`config.mk`:
```
export PLATFORM = sky130hd
export DESIGN_NAME = psram_core
export DESIGN_NICKNAME = d
export VERILOG_FILES = /design/src/rtl/psram_pkg.sv /design/src/rtl/psram_cmd_reg.sv /design/src/rtl/psram_array.sv /design/src/rtl/psram_drv_fsm.sv /design/src/rtl/psram_core.sv
export SDC_FILE = /design/constraint.sdc
export NUM_CORES = 1
export LEC_CHECK = 0
export ABC_CLOCK_PERIOD_IN_PS = 2750
export BUFFER_PORTS_ARGS = -buffer_cell sky130_fd_sc_hd__buf_2
export CORE_MARGIN = 5
export CORE_UTILIZATION = 50
export CTS_CLUSTER_DIAMETER = 60
export DETAILED_ROUTE_END_ITERATION = 7
export HOLD_SLACK_MARGIN = 0.05
export PLACE_DENSITY_LB_ADDON = 0.12
export SLEW_MARGIN = 0
export SYNTH_ARGS = -nofsm -noshare
export SYNTH_HDL_FRONTEND = slang
export SYNTH_SLANG_ARGS = --single-unit
```
`constraint.sdc`:
```
create_clock -name clk -period 2.75 [get_ports clk]
set_input_delay 0.4125 -clock clk [delete_from_list [all_inputs] [get_ports clk]]
set_output_delay 0.4125 -clock clk [all_outputs]
set_load 0.05 [all_outputs]
```
`src/rtl/psram_pkg.sv`:
```
package psram_pkg;

    typedef enum logic [1:0] {
        CMD_DESEL = 2'd0,
        CMD_READ  = 2'd1,
        CMD_WRITE = 2'd2
    } cmd_e;

    typedef enum logic [1:0] {
        DRV_OFF  = 2'd0,
        DRV_ON   = 2'd1,
        DRV_HOLD = 2'd2
    } drv_e;

endpackage

```
`src/rtl/psram_cmd_reg.sv`:
```
module psram_cmd_reg
    import psram_pkg::*;
#(
    parameter int LANES  = 4,
    parameter int BYTE_W = 9,
    parameter int ADDR_W = 4
) (
    input  logic                    clk,
    input  logic                    rst_n,
    input  logic                    hold,
    input  logic                    chip_sel,
    input  logic                    all_wr,
    input  logic                    lane_wr_en,
    input  logic [LANES-1:0]        lane_sel,
    input  logic [ADDR_W-1:0]       addr,
    input  logic [LANES*BYTE_W-1:0] wdata,
    output cmd_e                    kind_q,
    output logic [ADDR_W-1:0]       addr_q,
    output logic [LANES-1:0]        mask_q,
    output logic [LANES*BYTE_W-1:0] wdata_q
);
    localparam int WORD_W = LANES * BYTE_W;

    logic [LANES-1:0] mask_d;
    cmd_e             kind_d;

    // Per-lane write select: global write overrides the lane controls.
    for (genvar g = 0; g < LANES; g++) begin : g_mask
        assign mask_d[g] = all_wr | (lane_wr_en & lane_sel[g]);
    end

    always_comb begin
        if (!chip_sel)                 kind_d = CMD_DESEL;
        else if (all_wr || lane_wr_en) kind_d = CMD_WRITE;
        else                           kind_d = CMD_READ;
    end

    always_ff @(posedge clk or negedge rst_n) begin
        if (!rst_n) begin
            kind_q  <= CMD_DESEL;
            addr_q  <= '0;
            mask_q  <= '0;
            wdata_q <= '0;
        end else if (!hold) begin
            kind_q  <= kind_d;
            addr_q  <= addr;
            mask_q  <= mask_d;
            wdata_q <= wdata;
        end
    end

    a_r4_global_all_lanes: assert property (@(posedge clk) disable iff (!rst_n)
        (chip_sel && all_wr && !hold) |=> (kind_q == CMD_WRITE && mask_q == {LANES{1'b1}}))
        else $error("a_r4_global_all_lanes");

    a_r2_plain_read: assert property (@(posedge clk) disable iff (!rst_n)
        (chip_sel && !all_wr && !lane_wr_en && !hold) |=> (kind_q == CMD_READ))
        else $error("a_r2_plain_read");

    a_r10_cmd_frozen: assert property (@(posedge clk) disable iff (!rst_n)
        hold |=> ($stable(kind_q) && $stable(addr_q) && $stable(mask_q)))
        else $error("a_r10_cmd_frozen");

    logic unused_w;
    assign unused_w = ^wdata_q[WORD_W-1:0] & 1'b0;

endmodule

```
`src/rtl/psram_array.sv`:
```
module psram_array #(
    parameter int LANES  = 4,
    parameter int BYTE_W = 9,
    parameter int ADDR_W = 4
) (
    input  logic                    clk,
    input  logic                    rst_n,
    input  logic                    hold,
    input  logic                    wr_go,
    input  logic                    rd_go,
    input  logic [ADDR_W-1:0]       addr,
    input  logic [LANES-1:0]        mask,
    input  logic [LANES*BYTE_W-1:0] wdata,
    output logic [LANES*BYTE_W-1:0] rdata_q
);
    localparam int DEPTH  = 1 << ADDR_W;
    localparam int WORD_W = LANES * BYTE_W;

    logic [WORD_W-1:0] rword;

    // One storage column per lane; a lane is written only when its mask bit is set.
    for (genvar g = 0; g < LANES; g++) begin : g_lane
        logic [BYTE_W-1:0] cells [DEPTH];

        always_ff @(posedge clk) begin
            if (wr_go && !hold && mask[g]) begin
                cells[addr] <= wdata[g*BYTE_W +: BYTE_W];
            end
        end

        assign rword[g*BYTE_W +: BYTE_W] = cells[addr];
    end

    always_ff @(posedge clk or negedge rst_n) begin
        if (!rst_n) begin
            rdata_q <= '0;
        end else if (rd_go && !hold) begin
            rdata_q <= rword;
        end
    end

    a_r10_rdata_frozen: assert property (@(posedge clk) disable iff (!rst_n)
        hold |=> $stable(rdata_q))
        else $error("a_r10_rdata_frozen");

    a_r8_rdata_kept: assert property (@(posedge clk) disable iff (!rst_n)
        !rd_go |=> $stable(rdata_q))
        else $error("a_r8_rdata_kept");

endmodule

```
`src/rtl/psram_drv_fsm.sv`:
```
module psram_drv_fsm
    import psram_pkg::*;
(
    input  logic clk,
    input  logic rst_n,
    input  logic hold,
    input  logic dcd_mode,
    input  logic rd_pending,
    output logic drive
);
    drv_e state_q;
    drv_e state_d;

    always_comb begin
        state_d = state_q;
        if (!hold) begin
            unique case (state_q)
                DRV_OFF:  state_d = rd_pending ? DRV_ON : DRV_OFF;
                DRV_ON:   state_d = rd_pending ? DRV_ON : (dcd_mode ? DRV_HOLD : DRV_OFF);
                DRV_HOLD: state_d = rd_pending ? DRV_ON : DRV_OFF;
                default:  state_d = DRV_OFF;
            endcase
        end
    end

    always_ff @(posedge clk or negedge rst_n) begin
        if (!rst_n) state_q <= DRV_OFF;
        else        state_q <= state_d;
    end

    always_comb begin
        unique case (state_q)
            DRV_ON, DRV_HOLD: drive = 1'b1;
            default:          drive = 1'b0;
        endcase
    end

    a_r2_read_turns_on: assert property (@(posedge clk) disable iff (!rst_n)
        (rd_pending && !hold) |=> (state_q == DRV_ON))
        else $error("a_r2_read_turns_on");

    a_r7_single_off: assert property (@(posedge clk) disable iff (!rst_n)
        (!dcd_mode && !hold && !rd_pending && state_q == DRV_ON) |=> (state_q == DRV_OFF))
        else $error("a_r7_single_off");

    a_r8_dual_hold: assert property (@(posedge clk) disable iff (!rst_n)
        (dcd_mode && !hold && !rd_pending && state_q == DRV_ON) |=> (state_q == DRV_HOLD))
        else $error("a_r8_dual_hold");

    a_r8_hold_one_cycle: assert property (@(posedge clk) disable iff (!rst_n)
        (state_q == DRV_HOLD && !hold) |=> (state_q != DRV_HOLD))
        else $error("a_r8_hold_one_cycle");

    a_r10_state_frozen: assert property (@(posedge clk) disable iff (!rst_n)
        hold |=> $stable(state_q))
        else $error("a_r10_state_frozen");

endmodule

```
`src/rtl/psram_core.sv`:
```
module psram_core
    import psram_pkg::*;
#(
    parameter int LANES  = 4,
    parameter int BYTE_W = 9,
    parameter int ADDR_W = 4
) (
    input  logic                    clk,
    input  logic                    rst_n,
    input  logic                    chip_sel,
    input  logic                    all_wr,
    input  logic                    lane_wr_en,
    input  logic [LANES-1:0]        lane_sel,
    input  logic [ADDR_W-1:0]       addr,
    input  logic [LANES*BYTE_W-1:0] wdata,
    input  logic                    dcd_mode,
    input  logic                    out_en,
    input  logic                    sleep,
    output logic [LANES*BYTE_W-1:0] dout,
    output logic                    dout_en
);
    localparam int WORD_W = LANES * BYTE_W;

    cmd_e              s1_kind;
    logic [ADDR_W-1:0] s1_addr;
    logic [LANES-1:0]  s1_mask;
    logic [WORD_W-1:0] s1_wdata;
    logic [WORD_W-1:0] rdata_q;
    logic              drive;

    psram_cmd_reg #(.LANES(LANES), .BYTE_W(BYTE_W), .ADDR_W(ADDR_W)) u_cmd (
        .clk        (clk),
        .rst_n      (rst_n),
        .hold       (sleep),
        .chip_sel   (chip_sel),
        .all_wr     (all_wr),
        .lane_wr_en (lane_wr_en),
        .lane_sel   (lane_sel),
        .addr       (addr),
        .wdata      (wdata),
        .kind_q     (s1_kind),
        .addr_q     (s1_addr),
        .mask_q     (s1_mask),
        .wdata_q    (s1_wdata)
    );

    psram_array #(.LANES(LANES), .BYTE_W(BYTE_W), .ADDR_W(ADDR_W)) u_array (
        .clk     (clk),
        .rst_n   (rst_n),
        .hold    (sleep),
        .wr_go   (s1_kind == CMD_WRITE),
        .rd_go   (s1_kind == CMD_READ),
        .addr    (s1_addr),
        .mask    (s1_mask),
        .wdata   (s1_wdata),
        .rdata_q (rdata_q)
    );

    psram_drv_fsm u_drv (
        .clk        (clk),
        .rst_n      (rst_n),
        .hold       (sleep),
        .dcd_mode   (dcd_mode),
        .rd_pending (s1_kind == CMD_READ),
        .drive      (drive)
    );

    // Asynchronous gating of the bus by the output-enable pin and sleep.
    assign dout_en = drive & out_en & ~sleep;
    assign dout    = dout_en ? rdata_q : '0;

    a_r1_reset_quiet: assert property (@(posedge clk)
        !rst_n |-> !dout_en)
        else $error("a_r1_reset_quiet");

    a_r11_write_stops_read: assert property (@(posedge clk) disable iff (!rst_n)
        (s1_kind == CMD_WRITE && !sleep) |=> $stable(rdata_q))
        else $error("a_r11_write_stops_read");

endmodule

```
**Word level (Yosys, flattened, before mapping)**

Memory sizes are Yosys's and may differ from the RTL's. A register that Yosys moved wholly into a read port is not among the register bits.
Cells that the tools add are included.

- Flip-flop bits (word level): 48
- Memory bits (writable): 576
- Output and inout port bits: 37
- Word-level logic and storage cells: 55
- Memories kept: 4

- Equality and inequality tests: 4
- Multiplexer cells: 16
- Bitwise operators: 11
- Reductions and logical operators: 15

Memories:

| memory | depth | bits a word | rd ports | clocked after memory_dff | write ports | line | RTL |
|---|---|---|---|---|---|---|---|
| u_array.g_lane[0].cells | 16 | 9 | 1 | 1 | 1 | psram_array.sv:23 | `logic [BYTE_W-1:0] cells [DEPTH];` |
| u_array.g_lane[1].cells | 16 | 9 | 1 | 1 | 1 | psram_array.sv:23 |  |
| u_array.g_lane[2].cells | 16 | 9 | 1 | 1 | 1 | psram_array.sv:23 |  |
| u_array.g_lane[3].cells | 16 | 9 | 1 | 1 | 1 | psram_array.sv:23 |  |

Operators with widths:

| operator | count |
|---|---|
| $mux 36 | 1 |
| $mux 1 | 10 |
| $mux 2 | 4 |
| $and 1x1->1 | 6 |
| $logic_and 1x1->1 | 6 |
| $logic_not 1->1 | 5 |
| $eq 2x1->1 const B | 2 |
| $eq 2x2->1 const B | 2 |
| $or 1x1->1 | 4 |
| $pmux 2 s2 | 1 |
| $reduce_or 2->1 | 2 |
| $logic_not 2->1 | 1 |
| $logic_or 1x1->1 | 1 |
| $not 1->1 | 1 |

**Logic depth before layout (Yosys ltp)**

- Depth in word-level cells: 6
- Depth in mapped cells: 8
- Mapped depth without buffers: 5

**Cells and area by module**

Synthesis repeated with hierarchy kept, for this count alone.

- Cell total of the unflattened synthesis: 1484
- Area, all modules: 26060.0 µm²

Modules (own cells, without submodules):

| module | times used | cells each | area an instance (µm²) | sequential area each (µm²) |
|---|---|---|---|---|
| psram_array | 1 | 1311 | 23699.0 | 18197.5 |
| psram_cmd_reg | 1 | 110 | 1754.2 | 1151.1 |
| psram_core | 1 | 48 | 454.2 | 0.0 |
| psram_drv_fsm | 1 | 15 | 152.6 | 50.0 |

**Least setup slack after synthesis**

No wires, ideal clock.

- Kind: register -> output
- From: reg u_drv.state_q[0]
- To: out dout[26]
- Arrival: 2128 ps
- Slack: 209 ps
- Stages on the path, launching flop included: 7
- Path buffers: 1
- Cell sequence: dfrtp_1 > inv_1 > ha_1 > nand2_1 > nor2_1 > clkbuf_1 > and2_1

- Longest elaborated chain between the ends: 6

Ends and longest elaborated chain:

| what | line | RTL |
|---|---|---|
| start, declared | psram_drv_fsm.sv:11 | `drv_e state_q;` |
| start signal, assigned | psram_drv_fsm.sv:28 | `else state_q <= state_d;` |
| $eq 2x1->1 / $eq 2x2->1 (equally long branches) | psram_drv_fsm.sv:32 | `unique case (state_q)` |
| $reduce_or 2->1 (*) | psram_drv_fsm.sv:32 |  |
| $mux 1 (*) | psram_drv_fsm.sv:32 |  |
| $and 1x1->1 (*) (2 in series) | psram_core.sv:69 | `assign dout_en = drive & out_en & ~sleep;` |
| named net dout_en | psram_core.sv:20 | `output logic dout_en` |
| $mux 36 (*) | psram_core.sv:70 | `assign dout = dout_en ? rdata_q : '0;` |
| end, declared | psram_core.sv:19 | `output logic [LANES*BYTE_W-1:0] dout,` |

The timed path passes the listed nets; every way through them passes the cells marked *.

**Final worst setup path**

- From: reg u_drv.state_q[0]
- To: out dout[18]

- Longest elaborated chain between the ends: 6

Ends and longest elaborated chain:

| what | line |
|---|---|
| $eq 2x1->1 / $eq 2x2->1 (equally long branches) | psram_drv_fsm.sv:32 |
| $reduce_or 2->1 (*) | psram_drv_fsm.sv:32 |
| $mux 1 (*) | psram_drv_fsm.sv:32 |
| $and 1x1->1 (*) (2 in series) | psram_core.sv:69 |
| $mux 36 (*) | psram_core.sv:70 |

Mark *: on every way between the ends. The rest lies on a longest branch, timed or not.

==> flow_summary_export.csv <==
group,metric,value,unit
outcome,status,"completed",
power_and_ir_drop,power_density,741,nW/µm²
layout,nNetsFinal,1639,
floorplan,io_pins,89,
setup_path,critPathCaptureType,"output pin",
synth,avgSynthCellArea,18.6,µm²
route,drt_iter0_markers,974,
sta,slew_violations,0,
grt,grt_pass1_vias,13600,
floorplan,dieWidth,235,µm
layout,final_util,59.4,%
clocking,clkSinkCount,660,
setup_path,crit_fanout,27,
place,gp_congestion,0.771,
worst_hold_path,worstHoldPathCells,2,
route,first_pass_iters,5,
place,dpl.cell_count,2146,
route,drtAntennaViolNets,0,
grt,grt_pass1_wl,84900,µm
route,finalWirelength,56500,µm
synth,synth-async-reset-ratio,12.7,%
route,drc,0,
power_and_ir_drop,finalPower,22.1,mW
synth,syn_nets,1421,
synth,synth_cell_type_count,33,
setup_path,critPathRequiredTime,2.34,ns
sta,post-route-period-util,95.5,%
worst_hold_path,worstHoldPathType,"in2reg",
synth,syn_inst,1365,
setup_path,rr_worst_depth,4,
route,routedWlPerCell,24.5,µm
route,via_per_inst,5.66,
power_and_ir_drop,ir_drop,0.481,mV
setup_path,reg2reg_from,"u_cmd.addr_q[1]",
clocking,numCtsBuffers,68,
synth,ys.flop_type,"edfxtp_1",
flow_run,drv_cap,0,
sta,finalCriticalPeriod,2.63,ns
grt,grt_max_degree,73,
sta,final-setup-viol-count,0,
setup_path,arrival,2.21,ns
synth,synth_edf_count,576,
floorplan,coreArea,50200,µm²
sta,tightest_slew,0.733,ns
synth,ys_ff_latch,660,
setup_path,r2r_setup_slack,0.34,ns
place,portBuffers,88,
grt,gr-total-overflow,0,
setup_path,crit_slowest_cell,"dfrtp_1",
floorplan,rows,82,
sta,skew,0.0152,ns
synth,syn_area,25400,µm²
setup_path,crit_start,"u_drv.state_q[0]",
clocking,cts_tree,"built",
clocking,root_buffer,"clkbuf_16",
sta,hold_slack,0.0786,ns
synth,ys_seq_area_share,76.4,%
setup_path,crit_path_cell_trace,"inv_1 > ha_1 > nand2_1 > nor2_4 > buf_12 > and2_1 > buf_2",
route,num_vias,13100,
sta,fmax,0.381,GHz
layout,instances_no_fill,2307,
worst_hold_path,hold_start,"addr[3]",
synth,ys_warn_count,0,
clocking,clk_pin_slew,0.06,ns
layout,num-fill-cells,3674,
clocking,cts_max_level,3,
setup_path,critPathKind,"reg2out",
layout,syn2layout_area_growth,17.3,%
setup_path,cp_slowest_stage_delay,0.40,ns
power_and_ir_drop,power_leakage,10.3,nW
floorplan,start_util,50.6,%
setup_path,cp-start-kind,"flip-flop",
sta,hold_viol,0,
sta,slew_headroom,51.0,%
layout,layout-drive-gt1-share,25.6,%
clocking,cts_buffer_depth,3,
grt,antenna_found_initial,1,
floorplan,fp.dieArea,55400,µm²
grt,grt_usage,20.2,%
clocking,clk_latency,0.59,ns
floorplan,die_h,235,µm
place,dp_hpwl,34600,µm
-- cells in the final DEF (no fill, tap or decap), types with 19 or more instances in the layout --
master / instances
edfxtp_1: 576
mux2i_1: 128
nor2_1: 107
buf_4: 100
dfrtp_1: 82
mux4_2: 80
clkbuf_16: 71
buf_2: 66
o22ai_1: 64
mux2_2: 48
and2_1: 36
dlygate4sd3_1: 36
a22oi_1: 28
a31oi_1: 28
nor3_1: 25
nand2_1: 21
clkbuf_1: 19
-- cell families (layout without fill, tap and decap cells) --
family                   after synthesis  in the layout  share of synthesized area [%]
flip-flops                           660            660                           76.4
multiplexers                         256            256                           14.3
adder cells (fa/ha/maj)                4              4                          0.197
AO/OA/AOI/OAI                        149            149                           3.81
AND/OR/NAND/NOR                      213            213                           3.86
buffers and inverters                 83            352                           1.44
other                                  0              1                              0
-- area by class of cell --
cell class / instances / area (µm²) / area share [%]
Inverter: 2 / 7.51 / 0.0252
Clock inverter: 24 / 134 / 0.450
Tap cell: 672 / 841 / 2.82
Timing Repair Buffer: 229 / 1790 / 6.02
Antenna cell: 1 / 2.50 / 0.00840
Multi-Input combinational cell: 622 / 5650 / 19.0
Clock buffer: 97 / 1940 / 6.53
Sequential cell: 660 / 19400 / 65.2
-- state kept, by name, summed over array words and instances, names as in the netlist --
| register | count |
|---|---|
| u_cmd.mask_q | 4 |
| u_cmd.addr_q | 4 |
| u_cmd.kind_q | 2 |
| u_cmd.wdata_q | 36 |
| u_array.g_lane.cells | 576 |
| u_array.rdata_q | 36 |
| u_drv.state_q | 2 |
-- where the power goes --
part	switching, mW	internal (mW)
Clock	3.57	5.00
Combinational	0.910	0.774
Sequential	0.456	11.3
-- metal layers --
layer	up-vias	wire length [µm]	global-route usage, %
met5	-	65	0.866
met4	2	1360	6.39
met3	71	2810	3.50
met2	329	28400	34.0
met1	6761	23800	27.3
li1	5887	-	-
-- worst max-delay path, delay by kind of cell (launching register included) --
kind                     cells  cell delay (ns)
flip-flops                   1             0.40
buffers and inverters        3             0.55
adder cells (fa/ha/maj)      1             0.28
AND/OR/NAND/NOR              3             0.40
-- path summary, 6_finish.rpt --
check / to
max in group asynchronous: u_array.rdata_q[33]
hold / removal: u_cmd.addr_q[3]
min in group asynchronous: u_cmd.wdata_q[12]
setup / recovery: dout[18]
hold reg to reg: u_cmd.mask_q[0]
setup reg to reg: u_array.rdata_q[31]
-- stage by stage --
stage / setup TNS (ns) / instance area (µm²) / worst slack (ns)
2_1_floorplan: 0 / 25400 / 0.209
3_5_place_dp: -51.97 / 27200 / -0.204
4_1_cts: 0 / 29700 / 0.0237
5_1_grt: -0.00188 / 29800 / -0.00188
3_3_place_gp: -63.08 / 27200 / -0.234
6_report: 0 / 29800 / 0.124
-- cell usage after synthesis (2+ instances only) --
cell | count | area share [%]
clkbuf_1 | 44 | 0.65
nand3_1 | 4 | 0.079
o21ai_0 | 7 | 0.14
buf_4 | 4 | 0.12
mux2i_1 | 128 | 5.0
a21oi_1 | 12 | 0.24
nand3b_1 | 3 | 0.089
nor2b_1 | 4 | 0.099
ha_1 | 4 | 0.20
nor2_1 | 110 | 1.6
dfrtp_1 | 84 | 8.3
buf_1 | 7 | 0.10
nand2_1 | 21 | 0.31
a221oi_1 | 8 | 0.28
edfxtp_1 | 576 | 68
and2_1 | 36 | 0.89
or3b_2 | 2 | 0.069
o22ai_1 | 64 | 1.6
nand2b_1 | 4 | 0.099
mux2_2 | 48 | 2.1
a22oi_1 | 28 | 0.83
inv_1 | 2 | 0.030
a31oi_1 | 28 | 0.69
nor3_1 | 25 | 0.49
mux4_2 | 80 | 7.1
buf_2 | 25 | 0.49
-- repair_timing --
item | in CTS | in global routing
pin swaps | 1 | 0
gates resized for setup | 0 | 28
gates cloned | 0 | 0
hold buffers | 36 | 0
buffers inserted | 2 | 1
endpoints found under the setup margin | 25 | 41
hold endpoints to repair | 69 | 0
No activity file was read; power rests on OpenSTA's default activity.
